<file path="config.mk">
export PLATFORM = sky130hd
export DESIGN_NAME = exc_vector_unit
export DESIGN_NICKNAME = d
export VERILOG_FILES = /design/src/rtl/exc_vector_unit.sv
export SDC_FILE = /design/constraint.sdc
export NUM_CORES = 1
export LEC_CHECK = 0
export BUFFER_PORTS_ARGS = -buffer_cell sky130_fd_sc_hd__buf_2
export CORE_MARGIN = 1
export CORE_UTILIZATION = 51
export CTS_CLUSTER_DIAMETER = 150
export DETAILED_ROUTE_END_ITERATION = 12
export MAX_ROUTING_LAYER = met4
export PLACE_DENSITY = 0.87
export SYNTH_ARGS = -nofsm -noshare
export SYNTH_HDL_FRONTEND = slang
export SYNTH_SLANG_ARGS = --single-unit
export TNS_END_PERCENT = 1
</file>
<file path="constraint.sdc">
create_clock -name clk -period 5.5 [get_ports clk]
set_input_delay 1.1 -clock clk [delete_from_list [all_inputs] [get_ports clk]]
set_output_delay 1.1 -clock clk [all_outputs]
set_load 0.1 [all_outputs]
</file>
<file path="src/rtl/exc_vector_unit.sv">
module exc_vector_unit #(
  parameter logic [31:0] BOOT_VEC   = 32'hBFC00000,
  parameter logic [31:0] BEV_BASE   = 32'hBFC00200,
  parameter logic [31:0] DEBUG_VEC  = 32'hBFC00480,
  parameter int          BASE_ALIGN = 10
) (
  input  logic        clk,
  input  logic        rst_n,
  input  logic        req_i,
  input  logic [4:0]  kind_i,
  input  logic [31:0] pc_i,
  input  logic        dslot_i,
  input  logic        refill_i,
  input  logic [1:0]  cop_i,
  input  logic        exl_i,
  input  logic        erl_i,
  input  logic        bev_i,
  input  logic        iv_i,
  input  logic [1:0]  ksu_i,
  input  logic        bd_i,
  input  logic [4:0]  exccode_i,
  input  logic [1:0]  ce_i,
  input  logic [31:0] epc_i,
  input  logic [31:0] errepc_i,
  input  logic [31:0] ebase_i,
  output logic [31:0] pc_o,
  output logic        exl_o,
  output logic        erl_o,
  output logic        bev_o,
  output logic [1:0]  ksu_o,
  output logic        bd_o,
  output logic [4:0]  exccode_o,
  output logic [1:0]  ce_o,
  output logic [31:0] epc_o,
  output logic [31:0] errepc_o,
  output logic        done_o,
  output logic        err_o
);
  localparam logic [4:0]  K_INT   = 5'd0;
  localparam logic [4:0]  K_TLBL  = 5'd2;
  localparam logic [4:0]  K_TLBS  = 5'd3;
  localparam logic [4:0]  K_COPU  = 5'd11;
  localparam logic [4:0]  K_FPE   = 5'd15;
  localparam logic [4:0]  K_NMI   = 5'd16;
  localparam logic [4:0]  K_SRST  = 5'd17;
  localparam logic [4:0]  K_DBG   = 5'd19;
  localparam logic [4:0]  K_CACHE = 5'd30;
  localparam logic [4:0]  K_LAST_LOW = 5'd13;
  localparam logic [31:0] OFF_GEN   = 32'h0000_0180;
  localparam logic [31:0] OFF_IRQ   = 32'h0000_0200;
  localparam logic [31:0] OFF_REFL  = 32'h0000_0000;
  localparam logic [31:0] OFF_CBEV  = 32'h0000_0100;
  localparam logic [31:0] OFF_CNORM = 32'h2000_0100;

  logic        is_gen, is_err_lvl, is_dbg;
  logic [31:0] base, offset, ret_pc;

  assign is_gen     = (kind_i <= K_LAST_LOW) || (kind_i == K_FPE) || (kind_i == K_CACHE);
  assign is_err_lvl = (kind_i == K_NMI) || (kind_i == K_SRST);
  assign is_dbg     = (kind_i == K_DBG);
  assign base       = bev_i ? BEV_BASE : {ebase_i[31:BASE_ALIGN], {BASE_ALIGN{1'b0}}};
  assign ret_pc     = dslot_i ? (pc_i - 32'd4) : pc_i;

  always_comb begin
    offset = OFF_GEN;
    if (kind_i == K_INT && iv_i)
      offset = OFF_IRQ;
    else if ((kind_i == K_TLBL || kind_i == K_TLBS) && refill_i && !exl_i)
      offset = OFF_REFL;
    else if (kind_i == K_CACHE)
      offset = bev_i ? OFF_CBEV : OFF_CNORM;
  end

  always_ff @(posedge clk) begin
    if (!rst_n) begin
      pc_o      <= BOOT_VEC;
      exl_o     <= 1'b0;
      erl_o     <= 1'b1;
      bev_o     <= 1'b1;
      ksu_o     <= 2'd0;
      bd_o      <= 1'b0;
      exccode_o <= 5'd0;
      ce_o      <= 2'd0;
      epc_o     <= 32'd0;
      errepc_o  <= 32'd0;
      done_o    <= 1'b0;
      err_o     <= 1'b0;
    end else begin
      done_o <= 1'b0;
      err_o  <= 1'b0;
      if (req_i) begin
        if (is_gen || is_err_lvl || is_dbg) begin
          done_o    <= 1'b1;
          exl_o     <= exl_i;
          erl_o     <= erl_i;
          bev_o     <= bev_i;
          ksu_o     <= ksu_i;
          bd_o      <= bd_i;
          exccode_o <= exccode_i;
          ce_o      <= ce_i;
          epc_o     <= epc_i;
          errepc_o  <= errepc_i;
        end else begin
          err_o <= 1'b1;
        end
        if (is_gen) begin
          pc_o      <= base + offset;
          exccode_o <= kind_i;
          exl_o     <= 1'b1;
          if (kind_i == K_COPU) ce_o <= cop_i;
          if (!exl_i) begin
            epc_o <= ret_pc;
            bd_o  <= dslot_i;
            ksu_o <= 2'd0;
          end
        end else if (is_err_lvl) begin
          pc_o     <= BOOT_VEC;
          errepc_o <= ret_pc;
          erl_o    <= 1'b1;
          bev_o    <= 1'b1;
          ksu_o    <= 2'd0;
        end else if (is_dbg) begin
          pc_o  <= DEBUG_VEC;
          ksu_o <= 2'd0;
        end
      end
    end
  end
endmodule

</file>
==> flow_summary.json, run 1 <==
{
  "ys_warn_count": 0,
  "clk_pin_slew_ns": 0.10,
  "hp-class": "flip-flop to flip-flop",
  "ir_worst_vdd_uv": 171,
  "synth-seq-area-share_pct": 37.4,
  "dp_hpwl_mm": 14.1,
  "die_x_microns": 107,
  "grt_usage_pct": 35.2,
  "synth_edf_count": 0,
  "wl_mm": 19.3,
  "synthArstFlopShare_pct": 0,
  "post-route-period-util_pct": 67.6,
  "yosysTopAreaCell": "dfxtp_1",
  "tightest_slew_ns": 1.16,
  "path_max_fanout": 11,
  "fmax_ghz": 0.269,
  "rows": 37,
  "yosys_register_bits": 104,
  "yosysMostFrequentCell": "dfxtp_1",
  "synth_top_area_share_pct": 37.4,
  "antenna_found_initial": 1,
  "synth_area_sq_mm": 0.00557,
  "rsz0062_at_grt": "no",
  "die_y_microns": 107,
  "dp_cells": 1027,
  "fin_cells": 1044,
  "cp_data_arrival_time_ns": 4.04,
  "p_per_area_mw_per_mm2": 294,
  "cts.hold.buffers_added": 0,
  "slew_headroom_pct": 22.5,
  "drc": 0,
  "netlist_top_cells_area": "dfxtp_1 (37%), o21ai_0 (5.1%), nand2_1 (4.1%)",
  "timing.max_cap.violations": 0,
  "start_kind": "input pin",
  "stdcell_area_sq_mm": 0.00703,
  "fin_nets": 1059,
  "h-tree-depth": 3,
  "critPathCaptureType": "flip-flop",
  "area_delta_synth_final_pct": 26.2,
  "placed_area_sq_mm": 0.00684,
  "status": "finished, final reports clean",
  "min_period_ns": 3.72,
  "finalMaxSlewViolations": 0,
  "clk_path_buf_depth": 2,
  "syn-instance-count": 686,
  "initial_core_util_pct": 53.2,
  "cts_num_sinks": 104,
  "synth-main-ff-cell": "dfxtp_1",
  "ctsResizeCount": 0,
  "clk_latency_ns": 0.38,
  "grt_pass1_wl_mm": 30.3,
  "drive_gt1_share_pct": 31.5,
  "vias": 6307,
  "grt_pass1_vias": 6007,
  "ios": 265,
  "crit_type": "input pin to flip-flop",
  "total_power_mw": 2.07,
  "drtIter0Drc": 495,
  "wl_per_cell_microns": 18.5,
  "syn_area_per_cell_sq_um": 8.12,
  "skew_ns": 0,
  "dieArea_sq_mm": 0.0113,
  "required_ns": 5.82,
  "grt_max_degree": 43,
  "core_area_sq_mm": 0.0105,
  "io_buffers": 247,
  "cts_made_buffers": 9,
  "clockRootBuffer": "clkbuf_8",
  "cts_tree": "yes",
  "netlist_top_cells_count": "dfxtp_1 (104), nand2_1 (61), o21ai_0 (57)",
  "synth_cell_types": 70,
  "gp_congestion": 0.932,
  "vias_per_cell": 6.04,
  "hold_viol_final": 0,
  "setup_tns_ns": 0,
  "grt.overflow.total": 0,
  "drtAntennaViolNets": 0,
  "setup_viol": 0,
  "drtPass1Iterations": 5,
  "leakage_nw": 3.03,
  "cts_setup_buffers": 0
}
==> stage by stage <==
stage / hold WS, ns / setup slack, ns / utilization (%)
after floorplan: 0.880 / 1.95 / -
after global placement: 0.433 / 1.60 / 65.4
after detailed placement: 0.437 / 1.46 / 65.4
after CTS: 0.455 / 1.87 / 67.2
after global routing: 0.469 / 1.50 / 67.2
final: 0.453 / 1.78 / 67.2
==> metal layers <==
layer	track usage (%)	part of all wire [%]	vias up
met5	-	0	-
met4	12.9	2.9	0
met3	7.66	8.0	52
met2	57.7	48	346
met1	42.4	41	2935
li1	-	-	2974
==> placed cells by master, fill, tap and decap left out, types with 4 or more instances in the layout <==
cell type and instances:
a2bb2oi_1 5, nand2_1 61, a32oi_1 14, o31ai_1 5, nand4_1 7, nor4_1 14
o21ai_0 56, and3_1 5, o211ai_1 5, nor2_1 42, a211oi_1 5, buf_4 7
nand2b_1 9, o22ai_1 15, clkbuf_8 9, buf_2 247, nand3_1 33, or3_1 9
inv_1 13, mux2i_1 10, xnor2_1 21, or2_2 4, nor3_1 25, dfxtp_1 104
or4_1 6, a21oi_1 44, a311oi_1 5, xor2_1 15, a22oi_1 6, o2bb2ai_1 8
and2_1 8, a32o_1 4, conb_1 7, a31oi_1 7, a21o_1 4
==> sequential cells by signal (all words and copies together) (netlist names) <==
register / count
bd_o: 1
errepc_o: 32
exl_o: 1
erl_o: 1
epc_o: 32
pc_o: 25
done_o: 1
ksu_o: 2
err_o: 1
bev_o: 1
exccode_o: 5
ce_o: 2
==> path summary, 6_finish.rpt <==
path                start            to  slack, ns  cells past startpoint
max             kind_i[3]      pc_o[31]       1.78                      9
min              pc_o[15]      pc_o[15]       0.45                      2
max reg2reg  errepc_o[19]  errepc_o[19]       4.47                      3
min reg2reg      pc_o[15]      pc_o[15]       0.45                      2
==> cell type report <==
class | count | area, sq um
Fill cell | 920 | 3430
Multi-Input combinational cell | 518 | 3220
Sequential cell | 104 | 2080
Timing Repair Buffer | 255 | 1310
Tap cell | 136 | 170
Clock buffer | 11 | 131
Clock inverter | 5 | 57.6
Inverter | 14 | 52.6
Antenna cell | 1 | 2.50
==> logic make-up (layout without fill, tap and decap cells) <==
| group | Yosys count | count (layout) | synth area share (%) |
|---|---|---|---|
| compound gates | 214 | 214 | 25.5 |
| xor+xnor | 37 | 37 | 5.95 |
| fa+ha+maj | 3 | 3 | 0.674 |
| buf+inv | 70 | 285 | 5.57 |
| flops | 104 | 104 | 37.4 |
| mux | 12 | 12 | 2.20 |
| other cells | 1 | 8 | 0.0673 |
| simple gates | 245 | 245 | 22.6 |
==> worst max-delay path, cell delays in order <==
cell and delay (ns):
buf_2 0.16, nor3_1 0.41, nor4bb_1 0.40, ha_1 0.24, nand4_1 0.29, nor4_1 0.66, a31oi_1 0.25, or4_1 0.44
nand3_1 0.09
==> power by group <==
part / switching [mW] / internal, mW / total [mW]
logic: 0.597 / 0.156 / 0.753
registers: 0.0268 / 0.804 / 0.831
clock network: 0.271 / 0.210 / 0.481
total: 0.895 / 1.17 / 2.07
Note: power is estimated with default switching activity, not from simulation.
==> run 2: changes to the inputs <==
--- a/config.mk
+++ b/config.mk
@@ -7,11 +7,11 @@
 export LEC_CHECK = 0
 export BUFFER_PORTS_ARGS = -buffer_cell sky130_fd_sc_hd__buf_2
 export CORE_MARGIN = 1
-export CORE_UTILIZATION = 51
+export CORE_UTILIZATION = 47
 export CTS_CLUSTER_DIAMETER = 150
 export DETAILED_ROUTE_END_ITERATION = 12
 export MAX_ROUTING_LAYER = met4
-export PLACE_DENSITY = 0.87
+export PLACE_DENSITY = 0.81
 export SYNTH_ARGS = -nofsm -noshare
 export SYNTH_HDL_FRONTEND = slang
 export SYNTH_SLANG_ARGS = --single-unit
==> constraint.sdc (replaced) <==
create_clock -name clk -period 3.65 [get_ports clk]
set_input_delay 0.73 -clock clk [delete_from_list [all_inputs] [get_ports clk]]
set_output_delay 0.73 -clock clk [all_outputs]
set_load 0.1 [all_outputs]
==> run 2 against run 1 <==
Cell area increased by 3.4%. Critical endpoint unchanged. Die area increased by 8.3%. Clock power increased by 100%. Register-to-register slack got worse by 1.8 ns. Utilization decreased by 3.8 points. Wire length increased by 1.2%. Highest routed layer unchanged. Sequential power increased by 50%. Combinational power increased by 53%.
==> flow_summary.json, run 2 (synthesis gave the netlist of run 1 again) <==
{
  "io_buffers": 247,
  "cp_slowest_stage_delay_ns": 0.48,
  "path_max_fanout": 11,
  "fin_cells": 1067,
  "stdcell_area_sq_mm": 0.00727,
  "cp_data_arrival_time_ns": 3.17,
  "placed_area_sq_mm": 0.00697,
  "required_ns": 3.95,
  "dp_cells": 1049,
  "clk_latency_ns": 0.36,
  "grt_max_degree": 65,
  "min_period_ns": 2.87,
  "setup_viol": 0,
  "finalMaxSlewViolations": 0,
  "post-route-period-util_pct": 78.7,
  "leakage_nw": 3.16,
  "hold_depth": 2,
  "ios": 265,
  "hp-class": "flip-flop to flip-flop",
  "die_y_microns": 111,
  "grtUsageMet2_pct": 49.7,
  "start_kind": "input pin",
  "critPathCaptureType": "flip-flop",
  "total_power_mw": 3.37,
  "crit_type": "input pin to flip-flop",
  "p_per_area_mw_per_mm2": 464,
  "h-tree-depth": 3,
  "top_regs": "epc_o (32), errepc_o (32), pc_o (25)",
  "ir_worst_vdd_uv": 346,
  "cts_made_buffers": 9,
  "wl_mm": 19.6,
  "gr-max-usage-layer": "met2",
  "status": "finished, final reports clean",
  "fmax_ghz": 0.348,
  "area_delta_synth_final_pct": 30.5,
  "hold_viol_final": 0,
  "clockRootBuffer": "clkbuf_16",
  "use_met3_pct": 5.58,
  "cts_setup_buffers": 0,
  "tightest_slew_ns": 0.802,
  "rsz0062_at_grt": "no",
  "cts_tree": "yes",
  "gp_congestion": 0.963,
  "grt_usage_pct": 32.2,
  "grt_pass1_vias": 6062,
  "path_cells": "buf_2 > nor3_1 > nor4bb_1 > ha_1 > nand4_1 > nor4_1 > buf_4 > a31oi_1 > or4_1 > nand3_1",
  "use_met1_pct": 41.1,
  "skew_ns": 0,
  "drtIter0Drc": 488,
  "grt.overflow.total": 0,
  "antenna_found_initial": 2,
  "core_area_sq_mm": 0.0115,
  "timing.max_cap.violations": 0,
  "cts_num_sinks": 104,
  "vias_per_cell": 5.93,
  "cpMaxStageDelayCell": "nor4bb_1",
  "grt_pass1_wl_mm": 30.7,
  "drtAntennaViolNets": 0,
  "rows": 39,
  "clk_path_buf_depth": 2,
  "slew_headroom_pct": 46.1,
  "drive_gt1_share_pct": 32.9,
  "dp_hpwl_mm": 14.2,
  "final_common_cell": "buf_2",
  "fin_nets": 1074,
  "ctsResizeCount": 0,
  "wl_per_cell_microns": 18.3,
  "die_x_microns": 111,
  "rr_worst_depth": 3,
  "drtPass1Iterations": 5,
  "drc": 0,
  "clk_pin_slew_ns": 0.07,
  "final_cell_mix": "buf_2 (247), dfxtp_1 (104), nand2_1 (61)",
  "initial_core_util_pct": 48.6,
  "holdWs_ns": 0.447,
  "dieArea_sq_mm": 0.0123,
  "vias": 6325,
  "setup_tns_ns": 0,
  "cts.hold.buffers_added": 0
}
-- run 2: cell count changes in the layout (fill, tap and decap cells not counted), sizes merged --
cell,before,now
buf,255,270
inv,13,15
bufinv,1,0
clkinvlp,3,2
diode,1,2
-- run 2: metal layers --
layer,part of all wire (%),up-vias
li1,-,3006
met4,3.6,0
met5,0,-
met2,46,279
met3,6.4,56
met1,44,2984
-- run 2: worst max-delay path, delay by kind of cell --
family | cells | cell delay [ns]
AND/OR/NAND/NOR | 6 | 1.68
adder cells (fa/ha/maj) | 1 | 0.28
AO/OA/AOI/OAI | 1 | 0.13
buffers and inverters | 2 | 0.35
-- run 2: report_power, final --
| group | internal [mW] | switching (mW) |
|---|---|---|
| Sequential | 1.21 | 0.0387 |
| Clock | 0.505 | 0.468 |
| Combinational | 0.245 | 0.902 |
| Total | 1.96 | 1.41 |
-- run 2: path summary, 6_finish.rpt --
kind,start,endpoint,slack [ns]
setup reg to reg,errepc_o[19],errepc_o[19],2.62
hold / removal,pc_o[13],pc_o[13],0.45
hold reg to reg,pc_o[13],pc_o[13],0.45
setup / recovery,kind_i[3],pc_o[31],0.78
-- run 2: cell type report --
cell class	instances	area (sq um)
multi-input combinational	518	3220
clock buffer	11	253
timing repair buffer	270	1430
antenna	2	5.00
inverter	14	52.6
clock inverter	5	37.5
tap	143	179
sequential	104	2080
fill	1044	4200
-- run 2: stage by stage --
stage,worst slack (ns),utilization [%]
2_1_floorplan,0.466,-
3_3_place_gp,0.572,60.8
3_5_place_dp,0.482,60.8
4_1_cts,0.837,63.3
5_1_grt,0.600,63.4
6_report,0.777,63.4
==> run 3: changes to the inputs <==
==> constraint.sdc (replaced) <==
create_clock -name clk -period 2.8 [get_ports clk]
set_input_delay 0.56 -clock clk [delete_from_list [all_inputs] [get_ports clk]]
set_output_delay 0.56 -clock clk [all_outputs]
set_load 0.1 [all_outputs]
==> run 3 against run 2 <==
Sequential power is 30% higher. Combinational power rose by 33%. Die area unchanged. Setup slack worse by 0.46 ns. Power increased by 30%. Flip-flop and latch count did not move. Critical path depth unchanged. Register-to-register slack worse by 0.85 ns. Worst hold slack about the same. Cell area is 3.2% higher. Clock skew is the same. Largest cell class unchanged.
==> flow_summary.json, run 3 (synthesis gave the netlist of run 1 again) <==
{
  "crit_type": "input pin to flip-flop",
  "gp_congestion": 1.02,
  "holdWs_ns": 0.447,
  "grtUsageMet2_pct": 49.4,
  "tightest_slew_ns": 0.595,
  "hp-class": "flip-flop to flip-flop",
  "fin_cells": 1094,
  "clk_path_buf_depth": 2,
  "initial_core_util_pct": 48.6,
  "cts.hold.buffers_added": 0,
  "required_ns": 3.09,
  "rows": 39,
  "cts_made_buffers": 9,
  "drive_gt1_share_pct": 35.1,
  "drtPass1Iterations": 6,
  "fmax_ghz": 0.403,
  "path_max_fanout": 4,
  "hold_depth": 2,
  "cp_data_arrival_time_ns": 2.77,
  "fillCellCount": 1023,
  "status": "finished, final reports clean",
  "drc": 0,
  "seqPwrFrac_pct": 37.2,
  "vias_per_cell": 5.95,
  "ios": 265,
  "grt_usage_pct": 32.5,
  "ctsResizeCount": 0,
  "top_regs": "epc_o (32), errepc_o (32), pc_o (25)",
  "drtAntennaViolNets": 0,
  "rr_worst_depth": 3,
  "slew_headroom_pct": 60.2,
  "post-route-period-util_pct": 88.7,
  "final_common_cell": "buf_2",
  "use_met1_pct": 41.8,
  "h-tree-depth": 3,
  "min_period_ns": 2.48,
  "clk_latency_ns": 0.34,
  "setup_viol": 0,
  "die_x_microns": 111,
  "rsz0062_at_grt": "no",
  "critPathCaptureType": "flip-flop",
  "grt_max_degree": 39,
  "skew_ns": 0,
  "cts_tree": "yes",
  "use_met3_pct": 4.26,
  "wl_mm": 19.9,
  "cp_slowest_stage_delay_ns": 0.42,
  "fin_nets": 1102,
  "clk_pin_slew_ns": 0.07,
  "timing.max_cap.violations": 0,
  "die_y_microns": 111,
  "p_int_mw": 2.58,
  "sw_frac_of_total_pct": 41.2,
  "core_area_sq_mm": 0.0115,
  "cts_num_sinks": 104,
  "hold_viol_final": 0,
  "antenna_found_initial": 1,
  "p_per_area_mw_per_mm2": 585,
  "vias": 6511,
  "wl_per_cell_microns": 18.2,
  "dp_cells": 1077,
  "multi_input_area_sq_mm": 0.00324,
  "finalMaxSlewViolations": 0,
  "cts_setup_buffers": 0,
  "start_kind": "input pin",
  "leakage_nw": 3.31,
  "dp_hpwl_mm": 14.9,
  "drtIter0Drc": 506,
  "clockRootBuffer": "clkbuf_16",
  "setup_ws_ns": 0.316,
  "grt_pass1_wl_mm": 31.0,
  "io_buffers": 247,
  "area_delta_synth_final_pct": 34.6,
  "path_cells": "buf_2 > nor3_2 > nor4bb_1 > ha_1 > nand4_1 > nor4_2 > buf_4 > a31oi_1 > or4_1 > nand3_1",
  "power_switching_mw": 1.81,
  "final_cell_mix": "buf_2 (247), dfxtp_1 (104), nand2_1 (61)",
  "dp_slack_ns": 0.0141,
  "pwr-share-comb_pct": 34.9,
  "dieArea_sq_mm": 0.0123,
  "cpMaxStageDelayCell": "or4_1",
  "grt.overflow.total": 0,
  "gr-max-usage-layer": "met2",
  "grt_pass1_vias": 6106,
  "ir_worst_vdd_uv": 381,
  "seq_area_sq_mm": 0.00208,
  "p_clk_share_pct": 27.9
}
-- run 3: worst max-delay path: cells and delay by family --
family | cells | cell delay [ns]
adder cells (fa/ha/maj) | 1 | 0.24
AND/OR/NAND/NOR | 6 | 1.57
buffers and inverters | 2 | 0.29
AO/OA/AOI/OAI | 1 | 0.11
-- run 3: layer usage --
| metal | wire, microns | vias up |
|---|---|---|
| met1 | 8550 | 3028 |
| met3 | 1330 | 69 |
| met4 | 927 | 0 |
| met2 | 9090 | 352 |
| li1 | - | 3062 |
| met5 | 0 | - |
-- run 3: area by class of cell --
type                    count  area share [%]
diodes                      1          0.0334
flip-flops and latches    104            27.8
inverters                  14           0.701
repair buffers            298            22.1
clock buffers              12            3.42
multi-input cells         518            43.2
clock inverters             4           0.367
well taps                 143            2.39
-- run 3: path summary, 6_finish.rpt --
kind	end	from	slack [ns]
setup / recovery	pc_o[31]	kind_i[3]	0.32
hold / removal	ksu_o[1]	ksu_o[1]	0.45
setup reg to reg	errepc_o[19]	errepc_o[19]	1.77
hold reg to reg	ksu_o[1]	ksu_o[1]	0.45
-- run 3: metrics by stage --
step	area, sq um	setup TNS [ns]	total power [mW]	util (%)
global route	7500	0	4.54	65.4
floorplan	5610	-0.0434	2.79	-
finish	7500	0	4.39	65.4
global placement	7210	0	3.17	62.9
CTS	7500	0	4.39	65.4
detailed placement	7210	0	3.18	62.9
-- run 3: power by group through the flow --
stage | registers, mW | clock network, mW | logic (mW)
finish | 1.63 | 1.22 | 1.53
CTS | 1.63 | 1.24 | 1.52
global route | 1.64 | 1.31 | 1.60
global placement | 1.66 | 0 | 1.51
detailed placement | 1.66 | 0 | 1.52
floorplan | 2.38 | 0 | 0.404
